==> src/rtl/shrot_pkg.sv <==
// Shared types for the shift/rotate unit.
// Assumes a power-of-two data width no smaller than 2.
package shrot_pkg;

    typedef enum logic [1:0] {
        SK_LEFT  = 2'd0,
        SK_RLOG  = 2'd1,
        SK_RARI  = 2'd2,
        SK_ROTR  = 2'd3
    } shift_kind_e;

endpackage

==> src/rtl/shrot_decode.sv <==
// Decodes a function code and the two instruction fields into an operation
// kind, an effective amount and an illegal flag.
// Assumes the caller only routes shift-group codes here. Others are flagged.
module shrot_decode
    import shrot_pkg::*;
#(
    parameter int DATA_W  = 32,
    parameter int FIELD_W = 5,
    parameter int FN_W    = 6,
    localparam int AMT_W  = $clog2(DATA_W)
) (
    input  logic [FN_W-1:0]    fn_code,
    input  logic [FIELD_W-1:0] imm_field,
    input  logic [FIELD_W-1:0] reg_field,
    input  logic [DATA_W-1:0]  amt_reg,
    output shift_kind_e        kind,
    output logic [AMT_W-1:0]   amount,
    output logic               bad
);

    logic               var_form;
    logic [FIELD_W-1:0] mode_fld;
    logic               group_ok;

    // Pick the amount source and the mode field from the form bit.
    always_comb begin
        var_form = fn_code[2];
        group_ok = (fn_code[FN_W-1:3] == '0);
        mode_fld = var_form ? imm_field : reg_field;
        amount   = var_form ? amt_reg[AMT_W-1:0] : imm_field[AMT_W-1:0];
    end

    // Map the low function bits to a kind and check the mode field.
    always_comb begin
        kind = SK_LEFT;
        bad  = 1'b0;
        unique case (fn_code[1:0])
            2'b00: begin
                kind = SK_LEFT;
                bad  = |mode_fld;
            end
            2'b01: begin
                bad  = 1'b1;
            end
            2'b10: begin
                kind = mode_fld[0] ? SK_ROTR : SK_RLOG;
                bad  = |mode_fld[FIELD_W-1:1];
            end
            default: begin
                kind = SK_RARI;
                bad  = |mode_fld;
            end
        endcase
        if (!group_ok) bad = 1'b1;
    end

endmodule

==> src/rtl/shrot_barrel.sv <==
// Logarithmic barrel shifter. It does right shifts with zero or sign fill,
// and rotate right. A left shift is done by reversing the bits around the
// right-shift chain. A zero amount passes every stage straight through, so
// no stage ever shifts by the full width.
module shrot_barrel
    import shrot_pkg::*;
#(
    parameter int DATA_W = 32,
    localparam int AMT_W = $clog2(DATA_W)
) (
    input  shift_kind_e       kind,
    input  logic [AMT_W-1:0]  amount,
    input  logic [DATA_W-1:0] din,
    output logic [DATA_W-1:0] dout
);

    logic              left;
    logic              wrap;
    logic              fill;
    logic [DATA_W-1:0] rev_in;
    logic [DATA_W-1:0] rev_out;
    logic [DATA_W-1:0] stg [AMT_W+1];

    // Work out the direction, the wrap mode and the fill bit.
    always_comb begin
        left = (kind == SK_LEFT);
        wrap = (kind == SK_ROTR);
        fill = (kind == SK_RARI) & din[DATA_W-1];
    end

    // Bit-reverse the input for left shifts.
    for (genvar b = 0; b < DATA_W; b++) begin : g_rev_in
        assign rev_in[b] = din[DATA_W-1-b];
    end

    assign stg[0] = left ? rev_in : din;

    // One stage per amount bit: stage k moves by 2**k when that bit is set.
    for (genvar k = 0; k < AMT_W; k++) begin : g_stage
        localparam int S = 1 << k;
        logic [DATA_W-1:0] moved;
        always_comb begin
            if (wrap) moved = {stg[k][S-1:0], stg[k][DATA_W-1:S]};
            else      moved = {{S{fill}}, stg[k][DATA_W-1:S]};
        end
        assign stg[k+1] = amount[k] ? moved : stg[k];
    end

    // Undo the reversal for left shifts.
    for (genvar b = 0; b < DATA_W; b++) begin : g_rev_out
        assign rev_out[b] = stg[AMT_W][DATA_W-1-b];
    end

    assign dout = left ? rev_out : stg[AMT_W];

endmodule

==> src/rtl/shrot_unit.sv <==
// Top level of the combinational shift/rotate unit: decode, barrel, then
// zeroing of the result on an illegal encoding.
// Assumes the amount register's low $clog2(DATA_W) bits carry the amount.
module shrot_unit
    import shrot_pkg::*;
#(
    parameter int DATA_W  = 32,
    parameter int FIELD_W = 5,
    parameter int FN_W    = 6,
    localparam int AMT_W  = $clog2(DATA_W)
) (
    input  logic [FN_W-1:0]    fn_code,
    input  logic [FIELD_W-1:0] imm_field,
    input  logic [FIELD_W-1:0] reg_field,
    input  logic [DATA_W-1:0]  amt_reg,
    input  logic [DATA_W-1:0]  operand,
    output logic [DATA_W-1:0]  result,
    output logic               illegal
);

    shift_kind_e       kind;
    logic [AMT_W-1:0]  amount;
    logic              bad;
    logic [DATA_W-1:0] shifted;

    shrot_decode #(
        .DATA_W (DATA_W),
        .FIELD_W(FIELD_W),
        .FN_W   (FN_W)
    ) dec_i (
        .fn_code  (fn_code),
        .imm_field(imm_field),
        .reg_field(reg_field),
        .amt_reg  (amt_reg),
        .kind     (kind),
        .amount   (amount),
        .bad      (bad)
    );

    shrot_barrel #(
        .DATA_W(DATA_W)
    ) bar_i (
        .kind  (kind),
        .amount(amount),
        .din   (operand),
        .dout  (shifted)
    );

    // Force a zero result for encodings that are not accepted.
    always_comb begin
        illegal = bad;
        result  = bad ? '0 : shifted;
    end

endmodule

==> config.mk <==
export PLATFORM = sky130hd
export DESIGN_NAME = shrot_unit
export DESIGN_NICKNAME = d
export VERILOG_FILES = /design/src/rtl/shrot_pkg.sv /design/src/rtl/shrot_decode.sv /design/src/rtl/shrot_barrel.sv /design/src/rtl/shrot_unit.sv
export SDC_FILE = /design/constraint.sdc
export NUM_CORES = 1
export LEC_CHECK = 0
export ABC_CLOCK_PERIOD_IN_PS = 3000
export BUFFER_PORTS_ARGS = -buffer_cell sky130_fd_sc_hd__buf_4
export CAP_MARGIN = 20
export CORE_ASPECT_RATIO = 1.4
export CORE_UTILIZATION = 45
export DETAILED_ROUTE_END_ITERATION = 12
export PLACE_DENSITY = 0.71
export SLEW_MARGIN = 20
export SYNTH_ARGS = -nofsm -noshare
export SYNTH_HDL_FRONTEND = slang
export SYNTH_SLANG_ARGS = --single-unit
==> constraint.sdc <==
create_clock -name vclk -period 3
set_input_delay 0.3 -clock vclk [all_inputs]
set_output_delay 0.3 -clock vclk [all_outputs]
set_load 0.02 [all_outputs]
## Word level (Yosys, flattened, before mapping)

Index checks and enable logic that the tools add are counted.

| storage, ports and cells | value |
|---|---|
| register bits | 0 |
| output and inout bits | 33 |

| cells by class | value |
|---|---|
| eq/ne operators | 4 |
| muxes and demuxes | 19 |
| bitwise operators | 1 |
| reduce and logical (&&, ||, !) cells | 6 |

Operators by type and width:

| operator | count |
|---|---|
| $mux W32 | 13 |
| $mux W5 | 2 |
| $eq A2 B2 Y1 const B | 3 |
| $reduce_or A5 Y1 | 1 |
| $logic_not A2 Y1 | 2 |
| $pmux W2 S2 | 1 |
| $reduce_or A4 Y1 | 1 |
| $logic_not A3 Y1 | 1 |
| $eq A2 B1 Y1 const B | 1 |
| $mux W2 | 1 |
| $pmux W1 S2 | 1 |
| $reduce_or A2 Y1 | 1 |
| $and A1 B1 Y1 | 1 |
| $mux W1 | 1 |

## Logic depth before layout (Yosys ltp)

Gate-level depths: netlist of run 1.

| logic depth | value |
|---|---|
| depth after elaboration | 17 |
| depth in mapped cells | 13 |
| gate-level depth less buffers | 10 |

## Modules after synthesis

From an unflattened synthesis of run 1, not the netlist that was laid out.

| second synthesis, totals | value |
|---|---|
| cell total of the unflattened synthesis | 485 |
| area total of the unflattened synthesis | 3,767.4 um2 |

Modules (own cells, without submodules):

| module | times used | cells an instance | area each (um2) |
|---|---|---|---|
| shrot_barrel | 1 | 428 | 3,350.7 |
| shrot_unit | 1 | 35 | 222.7 |
| shrot_decode | 1 | 22 | 193.9 |

## Least setup slack after synthesis of run 1

No wires, ideal clock.

| timing path | value |
|---|---|
| kind | in2out |
| start point | in fn_code[0] |
| end point | out result[6] |
| arrival time | 2.818 ns |
| required time | 2.700 ns |
| path slack | -0.118 ns |
| stages | 12 |
| path buffers | 2 |
| cells stage by stage | inv_1 > ha_1 > buf_2 > buf_6 > or3b_2 > mux2i_1 > nor2_1 > a221oi_1 > nor3_1 > a21oi_2 > mux2i_1 > a221oi_1 |

| on the way | value |
|---|---|
| cells in the longest elaborated chain, start to end | 17 |
| elaborated cells on any way between the ends | 24 |

RTL lines:

| element | RTL line | source |
|---|---|---|
| start, declared | shrot_unit.sv:12 | `input logic [FN_W-1:0] fn_code,` |
| $eq A2 B1 Y1 / $logic_not A2 Y1 (equally long branches) | shrot_decode.sv:37 | `unique case (fn_code[1:0])` |
| $reduce_or A2 Y1 (no source line) | n/a |  |
| $pmux W2 S2 | shrot_decode.sv:37 |  |
| $logic_not A2 Y1 | shrot_barrel.sv:26 | `left = (kind == SK_LEFT);` |
| $mux W32 | shrot_barrel.sv:36 | `assign stg[0] = left ? rev_in : din;` |
| $mux W32 | shrot_barrel.sv:43 | `if (wrap) moved = {stg[k][S-1:0], stg[k][DATA_W-1:S]};` |
| $mux W32 | shrot_barrel.sv:46 | `assign stg[k+1] = amount[k] ? moved : stg[k];` |
| $mux W32 | shrot_barrel.sv:43 |  |
| $mux W32 | shrot_barrel.sv:46 |  |
| $mux W32 | shrot_barrel.sv:43 |  |
| $mux W32 | shrot_barrel.sv:46 |  |
| $mux W32 | shrot_barrel.sv:43 |  |
| $mux W32 | shrot_barrel.sv:46 |  |
| $mux W32 | shrot_barrel.sv:43 |  |
| $mux W32 | shrot_barrel.sv:46 |  |
| $mux W32 | shrot_barrel.sv:54 | `assign dout = left ? rev_out : stg[AMT_W];` |
| $mux W32 (*) | shrot_unit.sv:52 | `result = bad ? '0 : shifted;` |
| end, declared | shrot_unit.sv:17 | `output logic [DATA_W-1:0] result,` |

Mark *: on every way between the ends. The rest lies on a longest branch, timed or not.

## Final worst setup path of run 1

| timing path | value |
|---|---|
| start point | in fn_code[0] |
| end point | out result[25] |

The elaborated chain is that of the path after synthesis.

==> flow_summary.ini, run 1 <==
[placed_design]
hpwl_mm = 12.6
place.gp.congestion = 1.00
dp.cells = 808
dpl_worst_slack_ns = -0.662
io_buffer_count = 86

[global_routing]
grt_pass1_vias = 5634
grt_max_degree = 24
globalRouteOverflowTotal = 0
grt_first_pass_wirelength_mm = 28.7
track_usage_pct = 41.0
antenna_found_initial = 1

[synthesis]
netlist_area_mm2 = 0.00379
synth_cell_type_count = 73
synth_top_area_share_pct = 18.0
synth_top_family_by_area = compound AO/OA/AOI/OAI gates
avgSynthCellArea_um2 = 7.12
seq_area_frac_synth_pct = 0
synth.area.top_cells = mux2i_1, mux2_2, o21ai_0
syn-num-nets = 615
synthAdderAreaFrac_pct = 0.991
yosysTopAreaCell = mux2i_1
synth_mux_area_share_pct = 27.6
synth-xor-area-share_pct = 0.231
synth-compound-area-share_pct = 38.2
synthTopCellsByCount = mux2i_1, nor2_1, o21ai_0, nor3_1, nand2_1
yosys.area_share.simple_pct = 24.4
synth_cells = 532
yosysWarnings = 0
synth_most_common_cell = mux2i_1

[critical_path]
worstPathMaxFanout = 8
path_class = primary input to output port
worstSetupStartpointType = primary input
cp.arrival_ns = 3.21
worstSetupEndpointType = output port
crit_required_ns = 2.70

[routing]
drtAntennaViolNets = 0
vias_per_cell = 7.40
drc = 0
drt-initial-drc-count = 864
drt_pass1_iterations = 6
vias = 6219
avgRoutedWirePerCell_um = 27.1
drt_wl_total_mm = 22.8

[die]
start_util_pct = 46.5
die_area_mm2 = 0.00879
fp-row-count = 39
fp.coreArea_mm2 = 0.00815
die-height_um = 111
num_io_pins = 113
die_w_um = 79.5

[finish]
drive_gt1_share_pct = 65.6
fill_cells = 433
ff_latch_area_um2 = 0
multiInputGateArea_mm2 = 0.00457
antenna_cells = 0
design.seq.count = 0
syn_to_final_growth_pct = 84.7
clockBufferCount = 0
final_net_count = 823
instances_no_fill = 840

[power]
ir_drop_mv = 0.166
p_leak_nw = 2.86
powerDensity_mw_per_mm2 = 264

[worst_hold_path]
hold_class = primary input to output port

[timing]
fin_crit_ns = 3.51
rsz0062_at_grt = yes
timing_worst_slew_pin_value_ns = 0.630
fmax_ghz = 0.285
whs_ns = 1.09
finalHoldViolCount = 0
maxSlewHeadroom_pct = 58.0
setup_viol = 32
setup_ws_ns = -0.508
fin_crit_sh_pct = 117
final_max_slew_viol_count = 0

[run]
max-cap-violations = 0

[status]
status = finished with violations
violations = negative setup slack
-- metrics by stage --
stage / utilization [%] / total power, mW / TNS, ns / area [µm²]
after floorplan: - / 0.751 / -0.167 / 3830
after detailed placement: 66.8 / 1.25 / -11.05 / 5440
after global routing: 85.8 / 1.91 / -16.30 / 7000
after CTS: 77.9 / 1.51 / -1.98 / 6350
after global placement: 66.8 / 1.24 / -9.87 / 5440
final: 85.8 / 1.84 / -13.00 / 7000
-- cells in the final DEF (no fill, tap or decap), types with 5 or more instances in the layout --
cell and count:
buf_8 5, mux2i_2 14, nor3_1 23, mux2_4 7, o22ai_2 6, buf_4 211
nand3_1 9, a211oi_1 5, nor2_2 13, buf_6 26, mux2i_4 19, o21ai_0 15
nand2_1 26, nor2_1 34, o221ai_2 5, o21ai_2 15, a211oi_2 10, or3b_4 12
a21oi_2 20, o21ai_1 21, o22ai_1 19, a21oi_1 7, a22o_1 6, nor3_4 6
mux2_2 17, a221oi_2 15, buf_12 10, mux2i_1 38, nor3_2 10
-- power by group --
group	total, mW	switching (mW)	internal, mW
Combinational	1.84	1.01	0.835
Clock	0	0	0
Sequential	0	0	0
-- cells by family (layout without fill, tap and decap cells) --
kind of cell | after synthesis | count (layout)
buffers and inverters | 57 | 262
and+or+nand+nor | 170 | 171
muxes | 96 | 96
adders and majority gates | 3 | 3
xor gates and xnor gates | 1 | 1
AOI/OAI and AO/OA | 205 | 205
-- worst paths after layout --
| kind | from | end | slack [ns] | cells past startpoint |
|---|---|---|---|---|
| worst max-delay path | fn_code[0] | result[25] | -0.51 | 14 |
| worst min-delay path | fn_code[4] | result[5] | 1.09 | 5 |
-- worst max-delay path, cell delays in order --
cell       delay, ns
buf_8           0.09
inv_4           0.03
ha_4            0.21
buf_12          0.16
clkbuf_16       0.15
o21ai_0         0.50
mux2i_1         0.31
a21o_1          0.28
o22ai_1         0.21
nor2_2          0.10
mux2_4          0.31
mux2i_2         0.21
o221ai_1        0.15
buf_4           0.18
-- metal layers --
layer | wire length, µm | vias up | GRT usage, %
li1 | - | 2531 | -
met1 | 7280 | 2801 | 42.7
met2 | 10500 | 655 | 73.2
met3 | 2560 | 232 | 7.02
met4 | 2450 | 0 | 26.4
met5 | 0 | - | 0
-- cell type report --
type | instances | area share [%]
tap | 102 | 1.82
timing repair buffer | 257 | 32.4
multi-input combinational | 476 | 65.4
inverter | 5 | 0.340
-- timing repair --
action / CTS / global route
hold endpoints to repair: 0 / 0
pin swaps: 63 / 48
endpoints found under the setup margin: 32 / 32
resized for setup: 161 / 124
gates cloned: 6 / 1
hold buffers: 0 / 0
setup buffers: 15 / 13
(Power assumes the default switching activity.)
==> run 2, diff against run 1 <==
Settings changed: REMOVE_ABC_BUFFERS set to 1, SKIP_LAST_GASP set to 1.
==> flow_summary.ini, run 2 (synthesis gave the netlist of run 1 again) <==
[critical_path]
worstPathMaxFanout = 6
worstSetupEndpointType = output port
worstSetupStartpointType = primary input
path_class = primary input to output port
crit_required_ns = 2.70
cp.arrival_ns = 3.17

[timing]
fmax_ghz = 0.288
timing_worst_slew_pin_value_ns = 0.573
finalSetupTns_ns = -9.43
setup_ws_ns = -0.473
maxSlewHeadroom_pct = 61.6
fin_crit_sh_pct = 116
setup_viol = 32
whs_ns = 1.12
finalHoldViolCount = 0
fin_crit_ns = 3.47
rsz0062_at_grt = yes
final_max_slew_viol_count = 0

[die]
die_w_um = 79.5
die_area_mm2 = 0.00879
fp.coreArea_mm2 = 0.00815
num_io_pins = 113
die-height_um = 111
fp-row-count = 39
start_util_pct = 46.5

[placed_design]
dpl_worst_slack_ns = -0.415
place.gp.congestion = 1.05
io_buffer_count = 86
hpwl_mm = 12.9

[finish]
final_net_count = 812
syn_to_final_growth_pct = 78.3
antenna_cells = 0
ff_latch_area_um2 = 0
final_common_cell = buf_4
clockBufferCount = 0
design.seq.count = 0
final_cell_mix = buf_4, mux2i_1, nor2_1
final_util_pct = 82.9
drive_gt1_share_pct = 63.5

[routing]
drt-initial-drc-count = 719
vias = 6082
avgRoutedWirePerCell_um = 26.4
drt_pass1_iterations = 6
vias_per_cell = 7.34
drt_wl_total_mm = 21.9
drc = 0
drtAntennaViolNets = 0

[worst_hold_path]
hold_class = primary input to output port
min_path_cells = 5
whs_endpoint = result[0]
min_from = fn_code[4]

[power]
totalPowerFinal_mw = 1.77
ir_drop_mv = 0.163
power_frac_clock_pct = 0
netSwitchingFraction_pct = 54.2
powerDensity_mw_per_mm2 = 262
p_leak_nw = 2.76
power_frac_comb_pct = 100.0
internal-power_mw = 0.811
p_sw_mw = 0.962
seqPwrFrac_pct = 0

[status]
status = finished with violations
violations = negative setup slack

[global_routing]
grt_max_degree = 24
grt_first_pass_wirelength_mm = 28.8
grt_pass1_vias = 5613
track_usage_pct = 41.4
antenna_found_initial = 0
globalRouteOverflowTotal = 0

[clock_tree]
hold_buffers = 0

[run]
max-cap-violations = 0
[run 2: changes by cell type in the layout (fill, tap and decap cells not counted), sizes merged]
cell / change
nor2: -1
buf: -10
[run 2: power groups by stage]
stage | combinational, mW | sequential [mW] | clock [mW]
2_1_floorplan | 0.692 | 0 | 0
3_3_place_gp | 1.23 | 0 | 0
3_5_place_dp | 1.24 | 0 | 0
4_1_cts | 1.51 | 0 | 0
5_1_grt | 1.85 | 0 | 0
6_report | 1.77 | 0 | 0
[run 2: through the flow]
step	std cells	area [µm²]
2_1_floorplan	480	3480
3_3_place_gp	801	5340
3_5_place_dp	801	5340
4_1_cts	819	6300
5_1_grt	829	6750
6_report	829	6750
[run 2: how the worst max path moves through the flow]
stage	from	end	slack, ns
after floorplan	fn_code[0]	result[6]	-0.72
after global placement	fn_code[0]	result[26]	-0.40
after detailed placement	fn_code[0]	result[26]	-0.42
after CTS	fn_code[0]	result[6]	-0.12
after global routing	fn_code[0]	result[10]	-0.81
final	fn_code[0]	result[10]	-0.47
[run 2: worst max-delay path, cell delays in order]
cell and delay [ns]:
buf_8 0.09, inv_4 0.03, ha_4 0.23, buf_12 0.16, buf_12 0.12, buf_16 0.13
o21ai_0 0.19, mux2i_1 0.13, buf_4 0.17, nor3_1 0.38, nor2_2 0.20, a21o_1 0.27
mux2_2 0.27, o2bb2ai_1 0.15, a22o_1 0.21, buf_6 0.13
[run 2: repair_timing]
action / CTS / global route
hold endpoints to repair: 0 / 0
endpoints found under the setup margin: 32 / 32
gates cloned: 7 / 1
pin swaps: 50 / 40
setup buffers: 11 / 11
resized for setup: 166 / 77
[run 2: final cells by class]
| cell class | instances | area, µm² |
|---|---|---|
| Fill cell | 458 | 1400 |
| Timing Repair Buffer | 247 | 2200 |
| Tap cell | 102 | 128 |
| Multi-Input combinational cell | 475 | 4400 |
| Inverter | 5 | 21.3 |
[run 2: routing by layer]
layer | global-route usage [%] | up-vias | wire length [µm]
li1 | - | 2516 | -
met3 | 5.87 | 196 | 2400
met2 | 73.4 | 538 | 10300
met5 | 0 | - | 0
met1 | 44.5 | 2832 | 7050
met4 | 26.3 | 0 | 2110
==> run 3, diff against run 2 <==
Settings changed: BUFFER_PORTS_ARGS -buffer_cell sky130_fd_sc_hd__buf_4 to -buffer_cell sky130_fd_sc_hd__buf_2.
==> flow_summary.ini, run 3 (synthesis gave the netlist of run 1 again) <==
[die]
die_area_mm2 = 0.00879
die_w_um = 79.5
fp-row-count = 39
num_io_pins = 113
die-height_um = 111
fp.coreArea_mm2 = 0.00815
start_util_pct = 46.5

[finish]
instances_no_fill = 824
antenna_cells = 0
final_util_pct = 74.9
ff_latch_area_um2 = 0
fill_cells = 613
final_common_cell = buf_4
final_net_count = 807
final_cell_mix = buf_4, buf_2, mux2i_1
multiInputGateArea_mm2 = 0.00404
clockBufferCount = 0
syn_to_final_growth_pct = 61.1
design.seq.count = 0
drive_gt1_share_pct = 55.5

[worst_hold_path]
min_path_cells = 5
hold_class = primary input to output port
min_from = fn_code[4]
whs_endpoint = result[31]

[critical_path]
crit_buf_inv = 4
cp_slowest_cell = or3b_4
worstPathMaxFanout = 6
crit_family = compound AO/OA/AOI/OAI gates
cp_num_cells = 13
worstSetupStartpointType = primary input
worstSetupEndpointType = output port
cp.arrival_ns = 3.03
worstPathCellList = buf_8, ha_4, buf_12, or3b_4, mux2i_2, nor2_2, a22o_1, a221o_1, a21oi_2, buf_4, nand2_1, a221oi_1, buf_2
crit_required_ns = 2.70
path_class = primary input to output port
worst_path_largest_cell_delay_ns = 0.41

[global_routing]
globalRouteOverflowTotal = 0
grtUsageMet3_pct = 1.74
grt_use_met2_pct = 67.6
antenna_found_initial = 0
met1_usage_pct = 41.5
grt_pass1_vias = 5065
grt_first_pass_wirelength_mm = 25.6
gr-max-usage-layer = met2
track_usage_pct = 36.4
grt_max_degree = 46

[placed_design]
place.gp.congestion = 1.06
hpwl_mm = 12.8
io_buffer_count = 86
dpl_worst_slack_ns = -0.371
dp.cells = 792

[power]
power_frac_comb_pct = 100.0
power_frac_clock_pct = 0
powerDensity_mw_per_mm2 = 259
internal-power_mw = 0.728
netSwitchingFraction_pct = 54.0
seqPwrFrac_pct = 0
ir_drop_mv = 0.160
p_sw_mw = 0.854
p_leak_nw = 2.59

[timing]
setup_viol = 32
finalHoldViolCount = 0
setup_ws_ns = -0.329
fin_crit_sh_pct = 111
finalSetupTns_ns = -5.12
fmax_ghz = 0.300
final_max_slew_viol_count = 0
whs_ns = 1.16
fin_crit_ns = 3.33
timing_worst_slew_pin_value_ns = 0.559
rsz0062_at_grt = yes
maxSlewHeadroom_pct = 62.6

[routing]
drt_pass1_iterations = 5
drt_wl_total_mm = 19.1
vias = 5591
drtAntennaViolNets = 0
drc = 0
avgRoutedWirePerCell_um = 23.2
drt-initial-drc-count = 460
vias_per_cell = 6.79

[status]
violations = negative setup slack
status = finished with violations

[run]
max-cap-violations = 0

[clock_tree]
hold_buffers = 0
[run 3: timing repair]
item	in CTS	in global routing
pin swaps	17	32
buffers inserted	11	14
endpoints found under the setup margin	32	32
resized for setup	52	124
gates cloned	2	6
[run 3: per-layer routing]
layer	share of wire (%)	wire length, µm
met3	6.8	1300
met4	7.5	1430
met1	36	6800
met5	0	0
met2	50	9590
[run 3: area by class of cell]
cell class                 instances  area share (%)
multi-input combinational        476            66.1
inverter                           5           0.349
timing repair buffer             241            31.4
tap                              102            2.09
[run 3: power groups by stage]
stage,Combinational (mW),Sequential (mW),Clock (mW)
floorplan,0.692,0,0
global placement,1.20,0,0
detailed placement,1.21,0,0
CTS,1.32,0,0
global route,1.65,0,0
finish,1.58,0,0
[run 3: how the worst max path moves through the flow]
stage	slack, ns	start	to
global placement	-0.42	fn_code[0]	result[2]
finish	-0.33	fn_code[1]	result[22]
CTS	-0.20	fn_code[0]	result[7]
detailed placement	-0.37	fn_code[0]	result[21]
global route	-0.39	fn_code[0]	result[22]
floorplan	-0.72	fn_code[0]	result[6]
[run 3: metrics by stage]
step	total power [mW]	instance area [µm²]
2_1_floorplan	0.692	3480
3_3_place_gp	1.20	5060
3_5_place_dp	1.21	5060
4_1_cts	1.32	5390
5_1_grt	1.65	6100
6_report	1.58	6100
[run 3: worst min-delay path: cells and delay by family]
family / cells / cell delay [ns]
AO/OA/AOI/OAI: 1 / 0.11
buffers and inverters: 3 / 0.41
AND/OR/NAND/NOR: 1 / 0.04
